<file path="config.mk">
export PLATFORM = sky130hd
export DESIGN_NAME = cell_frame_mapper
export DESIGN_NICKNAME = d
export VERILOG_FILES = /design/src/rtl/cfm_pkg.sv /design/src/rtl/cfm_frame_timer.sv /design/src/rtl/cfm_capacity.sv /design/src/rtl/cfm_cell_fsm.sv /design/src/rtl/cell_frame_mapper.sv
export SDC_FILE = /design/constraint.sdc
export NUM_CORES = 1
export LEC_CHECK = 0
export BUFFER_PORTS_ARGS = -buffer_cell sky130_fd_sc_hd__clkbuf_2
export CORE_MARGIN = 2
export CORE_UTILIZATION = 64
export CTS_CLUSTER_DIAMETER = 50
export DETAILED_ROUTE_END_ITERATION = 8
export GPL_TIMING_DRIVEN = 0
export PLACE_DENSITY = 0.83
export SLEW_MARGIN = 20
export SYNTH_ARGS = -nofsm -noshare
export SYNTH_HDL_FRONTEND = slang
export SYNTH_SLANG_ARGS = --single-unit
</file>
<file path="constraint.sdc">
create_clock -name clk -period 3.85 [get_ports clk]
set_input_delay 0 -clock clk [delete_from_list [all_inputs] [get_ports clk]]
set_output_delay 0 -clock clk [all_outputs]
set_load 0.01 [all_outputs]
</file>
<file path="src/rtl/cfm_pkg.sv">
package cfm_pkg;

  typedef enum logic [1:0] {
    PH_HDR  = 2'd0,
    PH_BODY = 2'd1,
    PH_BIP  = 2'd2,
    PH_PAD  = 2'd3
  } phase_t;

  // user part length of a cell for each size select code
  function automatic logic [7:0] user_len(input logic [1:0] sel);
    case (sel)
      2'd0:    return 8'd75;
      2'd1:    return 8'd79;
      2'd2:    return 8'd83;
      default: return 8'd91;
    endcase
  endfunction

  // delineation header: pattern, valid flag, odd parity over the byte
  function automatic logic [7:0] make_hdr(input logic [5:0] pat, input logic vld);
    return {pat, vld, ~(^{pat, vld})};
  endfunction

endpackage

</file>
<file path="src/rtl/cfm_frame_timer.sv">
module cfm_frame_timer #(
  parameter int ROWS     = 9,
  parameter int ROW_COLS = 4320,
  parameter int OH_COLS  = 144
) (
  input  logic clk,
  input  logic rst,
  input  logic frame_start,
  output logic synced,
  output logic frame_top,
  output logic pay_col
);
  localparam int CW = $clog2(ROW_COLS);
  localparam int RW = $clog2(ROWS);
  localparam logic [CW-1:0] LAST_COL = CW'(ROW_COLS - 1);
  localparam logic [RW-1:0] LAST_ROW = RW'(ROWS - 1);
  localparam logic [CW-1:0] OH_END   = CW'(OH_COLS);

  logic [CW-1:0] col_q, col_cur;
  logic [RW-1:0] row_q, row_cur;
  logic          synced_q;

  always_comb begin
    col_cur   = frame_start ? '0 : col_q;
    row_cur   = frame_start ? '0 : row_q;
    synced    = synced_q | frame_start;
    frame_top = synced && (col_cur == '0) && (row_cur == '0);
    pay_col   = synced && (col_cur >= OH_END);
  end

  always_ff @(posedge clk) begin
    if (rst) begin
      col_q    <= '0;
      row_q    <= '0;
      synced_q <= 1'b0;
    end else if (synced) begin
      synced_q <= 1'b1;
      if (col_cur == LAST_COL) begin
        col_q <= '0;
        row_q <= (row_cur == LAST_ROW) ? '0 : row_cur + RW'(1);
      end else begin
        col_q <= col_cur + CW'(1);
        row_q <= row_cur;
      end
    end
  end

  AST_COL_RANGE: assert property (@(posedge clk) disable iff (rst)
    (col_q <= LAST_COL) && (row_q <= LAST_ROW));

endmodule

</file>
<file path="src/rtl/cfm_capacity.sv">
module cfm_capacity #(
  parameter int CAP_BYTES = 37584,
  parameter int CAP_W     = 16
) (
  input  logic             clk,
  input  logic             rst,
  input  logic             frame_top,
  input  logic             pay_col,
  input  logic [CAP_W-1:0] need,
  output logic             fits
);
  localparam logic [CAP_W-1:0] CAP_FULL = CAP_W'(CAP_BYTES);

  logic [CAP_W-1:0] cap_q;

  assign fits = (cap_q >= need);

  always_ff @(posedge clk) begin
    if (rst)
      cap_q <= CAP_FULL;
    else if (frame_top)
      cap_q <= CAP_FULL;
    else if (pay_col)
      cap_q <= cap_q - CAP_W'(1);
  end

  AST_CAP_NONZERO: assert property (@(posedge clk) disable iff (rst)
    pay_col |-> (cap_q != '0));

endmodule

</file>
<file path="src/rtl/cfm_cell_fsm.sv">
module cfm_cell_fsm
  import cfm_pkg::*;
#(
  parameter logic [5:0] HDR_PATTERN = 6'b110100
) (
  input  logic       clk,
  input  logic       rst,
  input  logic       frame_top,
  input  logic       pay_col,
  input  logic       fits,
  input  logic [7:0] ulen,
  input  logic       in_valid,
  input  logic [7:0] in_data,
  output logic       in_ready,
  output logic [7:0] pay_byte,
  output logic       hdr_emit
);
  phase_t     phase_q, phase_d;
  logic [7:0] cnt_q, cnt_d;
  logic [7:0] bip_q, bip_d;
  logic       vld_q, vld_d;
  logic [7:0] body_byte;

  always_comb begin
    phase_d   = phase_q;
    cnt_d     = cnt_q;
    bip_d     = bip_q;
    vld_d     = vld_q;
    pay_byte  = 8'h00;
    in_ready  = 1'b0;
    hdr_emit  = 1'b0;
    body_byte = (vld_q && in_valid) ? in_data : 8'h00;
    case (phase_q)
      PH_HDR: begin
        if (fits) begin
          pay_byte = make_hdr(HDR_PATTERN, in_valid);
          hdr_emit = pay_col;
          vld_d    = in_valid;
          cnt_d    = '0;
          bip_d    = '0;
          phase_d  = PH_BODY;
        end else begin
          phase_d  = PH_PAD;
        end
      end
      PH_BODY: begin
        in_ready = pay_col && vld_q;
        pay_byte = body_byte;
        bip_d    = bip_q ^ body_byte;
        cnt_d    = cnt_q + 8'd1;
        if (cnt_q == ulen - 8'd1) phase_d = PH_BIP;
      end
      PH_BIP: begin
        pay_byte = bip_q;
        phase_d  = PH_HDR;
      end
      default: pay_byte = 8'h00;
    endcase
  end

  always_ff @(posedge clk) begin
    if (rst || frame_top) begin
      phase_q <= PH_HDR;
      cnt_q   <= '0;
      bip_q   <= '0;
      vld_q   <= 1'b0;
    end else if (pay_col) begin
      phase_q <= phase_d;
      cnt_q   <= cnt_d;
      bip_q   <= bip_d;
      vld_q   <= vld_d;
    end
  end

  AST_NO_SPAN: assert property (@(posedge clk) disable iff (rst)
    frame_top |-> (phase_q == PH_HDR || phase_q == PH_PAD));

  AST_BODY_RANGE: assert property (@(posedge clk) disable iff (rst)
    (phase_q == PH_BODY) |-> (cnt_q < ulen));

endmodule

</file>
<file path="src/rtl/cell_frame_mapper.sv">
module cell_frame_mapper
  import cfm_pkg::*;
#(
  parameter int         ROWS        = 9,
  parameter int         ROW_COLS    = 4320,
  parameter int         OH_COLS     = 144,
  parameter logic [5:0] HDR_PATTERN = 6'b110100
) (
  input  logic       clk,
  input  logic       rst,
  input  logic       frame_start,
  input  logic [7:0] oh_data,
  input  logic [1:0] cell_sel,
  input  logic       in_valid,
  input  logic [7:0] in_data,
  output logic       in_ready,
  output logic [7:0] tx_data,
  output logic       tx_sof
);
  localparam int CAP_BYTES = ROWS * (ROW_COLS - OH_COLS);
  localparam int CAP_W     = $clog2(CAP_BYTES + 1);

  logic             synced, frame_top, pay_col, fits, hdr_emit, hdr_q;
  logic [7:0]       ulen, pay_byte;
  logic [CAP_W-1:0] need;

  assign ulen = user_len(cell_sel);
  assign need = CAP_W'(ulen) + CAP_W'(2);

  cfm_frame_timer #(
    .ROWS(ROWS), .ROW_COLS(ROW_COLS), .OH_COLS(OH_COLS)
  ) u_timer (
    .clk(clk), .rst(rst), .frame_start(frame_start),
    .synced(synced), .frame_top(frame_top), .pay_col(pay_col)
  );

  cfm_capacity #(
    .CAP_BYTES(CAP_BYTES), .CAP_W(CAP_W)
  ) u_cap (
    .clk(clk), .rst(rst), .frame_top(frame_top), .pay_col(pay_col),
    .need(need), .fits(fits)
  );

  cfm_cell_fsm #(
    .HDR_PATTERN(HDR_PATTERN)
  ) u_fsm (
    .clk(clk), .rst(rst), .frame_top(frame_top), .pay_col(pay_col),
    .fits(fits), .ulen(ulen), .in_valid(in_valid), .in_data(in_data),
    .in_ready(in_ready), .pay_byte(pay_byte), .hdr_emit(hdr_emit)
  );

  always_ff @(posedge clk) begin
    if (rst) begin
      tx_data <= 8'h00;
      tx_sof  <= 1'b0;
      hdr_q   <= 1'b0;
    end else begin
      tx_sof  <= frame_top;
      hdr_q   <= hdr_emit;
      if (!synced)
        tx_data <= 8'h00;
      else if (pay_col)
        tx_data <= pay_byte;
      else
        tx_data <= oh_data;
    end
  end

  AST_SOF_SINGLE: assert property (@(posedge clk) disable iff (rst)
    tx_sof |=> !tx_sof);

  AST_HDR_PARITY: assert property (@(posedge clk) disable iff (rst)
    hdr_q |-> ((^tx_data) && (tx_data[7:2] == HDR_PATTERN)));

  AST_TAKE_NOT_HDR: assert property (@(posedge clk) disable iff (rst)
    (in_valid && in_ready) |=> !hdr_q);

endmodule

</file>
==> results by group <==
Status
  • Status: finished, final reports clean

Setup path
  • Worst Path Max Fanout: 10
  • Reg-to-Reg Start: u_timer.col_q[8]
  • CP Capture Type: flop
  • Worst path required time: 4060 ps
  • R2R setup slack: 930 ps
  • Setup CP Type: in -> reg
  • CP startpoint: frame_start
  • Launching element type of the critical path: primary input
  • Worst path arrival time: 3180 ps

STA
  • RSZ-0062 raised after global routing: no
  • Clock skew: 13.5 ps
  • Slew Limit Fails: 0
  • Fin. Hold Viols: 0
  • Max-slew headroom: 0.463
  • Setup TNS Final: 0 ps
  • Crit path time final: 2970 ps
  • Worst setup margin: 881 ps
  • Worst Max-Slew Pin Slew: 798 ps
  • Final worst path period share: 0.771
  • Final setup vio count: 0
  • F_max: 337 MHz

Synth
  • Syn avg cell area: 8.13 um2
  • Yosys top cell area share: 0.357
  • Syn Inst Count: 428
  • Register area share after synthesis: 0.357
  • Cell Area, Synth: 3480 um2
  • EDFF count, synth: 0
  • Number of synthesized register bits: 62
  • Synth area leaders: dfxtp_1 36%, ha_1 7.6%, a21oi_1 6.5%
  • Async set-reset flop share out of synthesis: 0
  • Post-synth cell types: 57
  • Post-synth top area cell: dfxtp_1
  • Post-Syn Nets: 471
  • Top FF cell, synth: dfxtp_1
  • Ys Warns: 0

Power
  • Peak supply drop: 272 uV
  • Pwr/cell area: 330 nW/um2
  • LEAKAGE: 1.52 nW

Global routing
  • Vias in the first global route: 3360
  • Grt peak-use layer: met2
  • First-pass GRT wire length: 14400 um
  • Largest net degree at the start of global routing: 11
  • Met2 Use GR: 0.490
  • Gr ovfl total: 0
  • GR Util met1: 0.360
  • Initial antenna violation count: 0
  • GR Util met3: 0.0570
  • GR Util All Layers: 0.295

CTS
  • CTS root buffer: clkbuf_8
  • CTS buffer count: 9
  • Max Root-Sink Buffers: 2
  • # clock sinks: 62
  • Clk pin slew, worst setup/hold paths: 70 ps
  • CTS H-Tree Depth: 3
  • Clk Latency, worst-skew pair: 350 ps
  • CTS tree: yes
  • Postcts setup bufs: 0
  • PostCTS Resize Cnt: 0

Finish
  • Layout cell share with drive strength beyond 1: 0.122
  • Number of diodes: 0
  • Layout Nets: 530
  • Commonest non-fill, non-tap cell in the layout: dfxtp_1
  • Final core occ: 0.791
  • Layout area overhead: 17.7%
  • Most frequent cells in the layout: 62 x dfxtp_1, 45 x a21oi_1, 35 x o21ai_0, 34 x nor2_1, 31 x clkbuf_2

Routing
  • 1st-pass router iterations: 5
  • Post-route ant nets: 0
  • DR vias/cell: 6.16
  • Vias: 3460
  • Initial DRC count: 351
  • DRC violations left: 0
  • Drt wl/cell: 15.3 um
  • WL final: 8570 um

Die
  • FP Rows: 26
  • I/O Pins: 32
  • Die X-Extent: 77.7 um
  • DIE AREA: 6040 um2
  • Die Ht: 77.7 um
  • Core Area: 5170 um2
  • Initial Utilization: 0.672

Hold path
  • Min-delay worst type: in -> reg
  • Worst min-delay path startpoint: in_data[7]

Placement
  • Dpl ws: 596 ps
  • Port Buf Inserts: 31
  • Gpl congestion: 0.906
  • Post-DP HPWL: 5870 um

Job
  • Max cap viols: 0
metrics by stage:
stage,power [mW],cells,area (um2),hold WS (ps)
3_5_place_dp,0.756,529,3720,227
6_report,1.35,562,4090,14.6
5_1_grt,1.39,562,4090,25.2
3_3_place_gp,0.754,529,3720,221
4_1_cts,1.35,562,4090,2.05
2_1_floorplan,0.719,428,3480,130
cells in the mapped netlist (3+ instances only):
master / count
o211ai_1: 3
nand4_1: 7
dfxtp_1: 62
or3_1: 19
a221oi_1: 3
inv_1: 18
a22oi_1: 5
nor2_1: 34
xor2_1: 5
nand3_1: 10
clkbuf_1: 17
o21ai_0: 35
nor3_1: 17
a211oi_1: 5
nor2b_1: 13
nand2b_1: 6
xnor2_1: 10
ha_1: 21
nor4_1: 3
and3_1: 6
nand2_1: 30
nand3b_1: 7
nand4b_1: 3
a21oi_1: 45
area by class of cell:
class / count / area (um2)
buffer: 22 / 98.8
clock buffer: 13 / 159
clock inverter: 3 / 42.5
fill: 375 / 1080
inverter: 18 / 67.6
multi-input combinational: 326 / 2070
sequential: 62 / 1240
tap: 70 / 87.6
timing repair buffer: 48 / 325
critical path, stage by stage:
cell and delay [ps]:
clkbuf_2 120, clkbuf_1 310, clkbuf_1 370, buf_1 370, nand2b_1 180, ha_1 260, and4_1 220, nand3_1 130
and2_1 190, clkbuf_1 220, o31ai_1 240, clkbuf_1 480, a21oi_1 90
power by group:
group,total (mW),internal [mW],leakage [nW],switching [mW]
combinational,0.106,0.0451,0.920,0.0604
sequential,0.653,0.649,0.502,0.00439
clock,0.591,0.334,0.0996,0.257
total,1.35,1.03,1.52,0.322
layer usage:
layer	vias up	share of wire	wire length [um]
li1	1665	-	-
met1	1583	0.42	3640
met2	172	0.47	4040
met3	40	0.073	627
met4	0	0.031	263
met5	-	0	0
worst paths after layout:
check                                        end  cells past startpoint
worst min-delay path              u_fsm.bip_q[7]                      4
worst min register to register  u_timer.row_q[1]                      2
worst max register to register        tx_data[6]                      6
worst max-delay path              u_fsm.cnt_q[7]                     13
flip-flops by register name (all words and copies together) (netlist names):
signal and cells:
u_cap.cap_q 16, u_timer.col_q 13, tx_data 8, u_fsm.bip_q 8, u_fsm.cnt_q 8, u_timer.row_q 4
u_fsm.phase_q 2, tx_sof 1, u_fsm.vld_q 1, u_timer.synced_q 1
what timing repair did:
item,in CTS,in global routing
endpoints found under the setup margin,0,0
endpoints found under the hold margin,15,0
hold buffers,17,0
logic make-up after synthesis:
group	synth area share
flops	0.357
xor+xnor	0.0378
mux	0.00324
simple gates	0.265
compound gates	0.214
fa+ha+maj	0.0755
buf+inv	0.0478
Power figures use the tool's default switching activity.
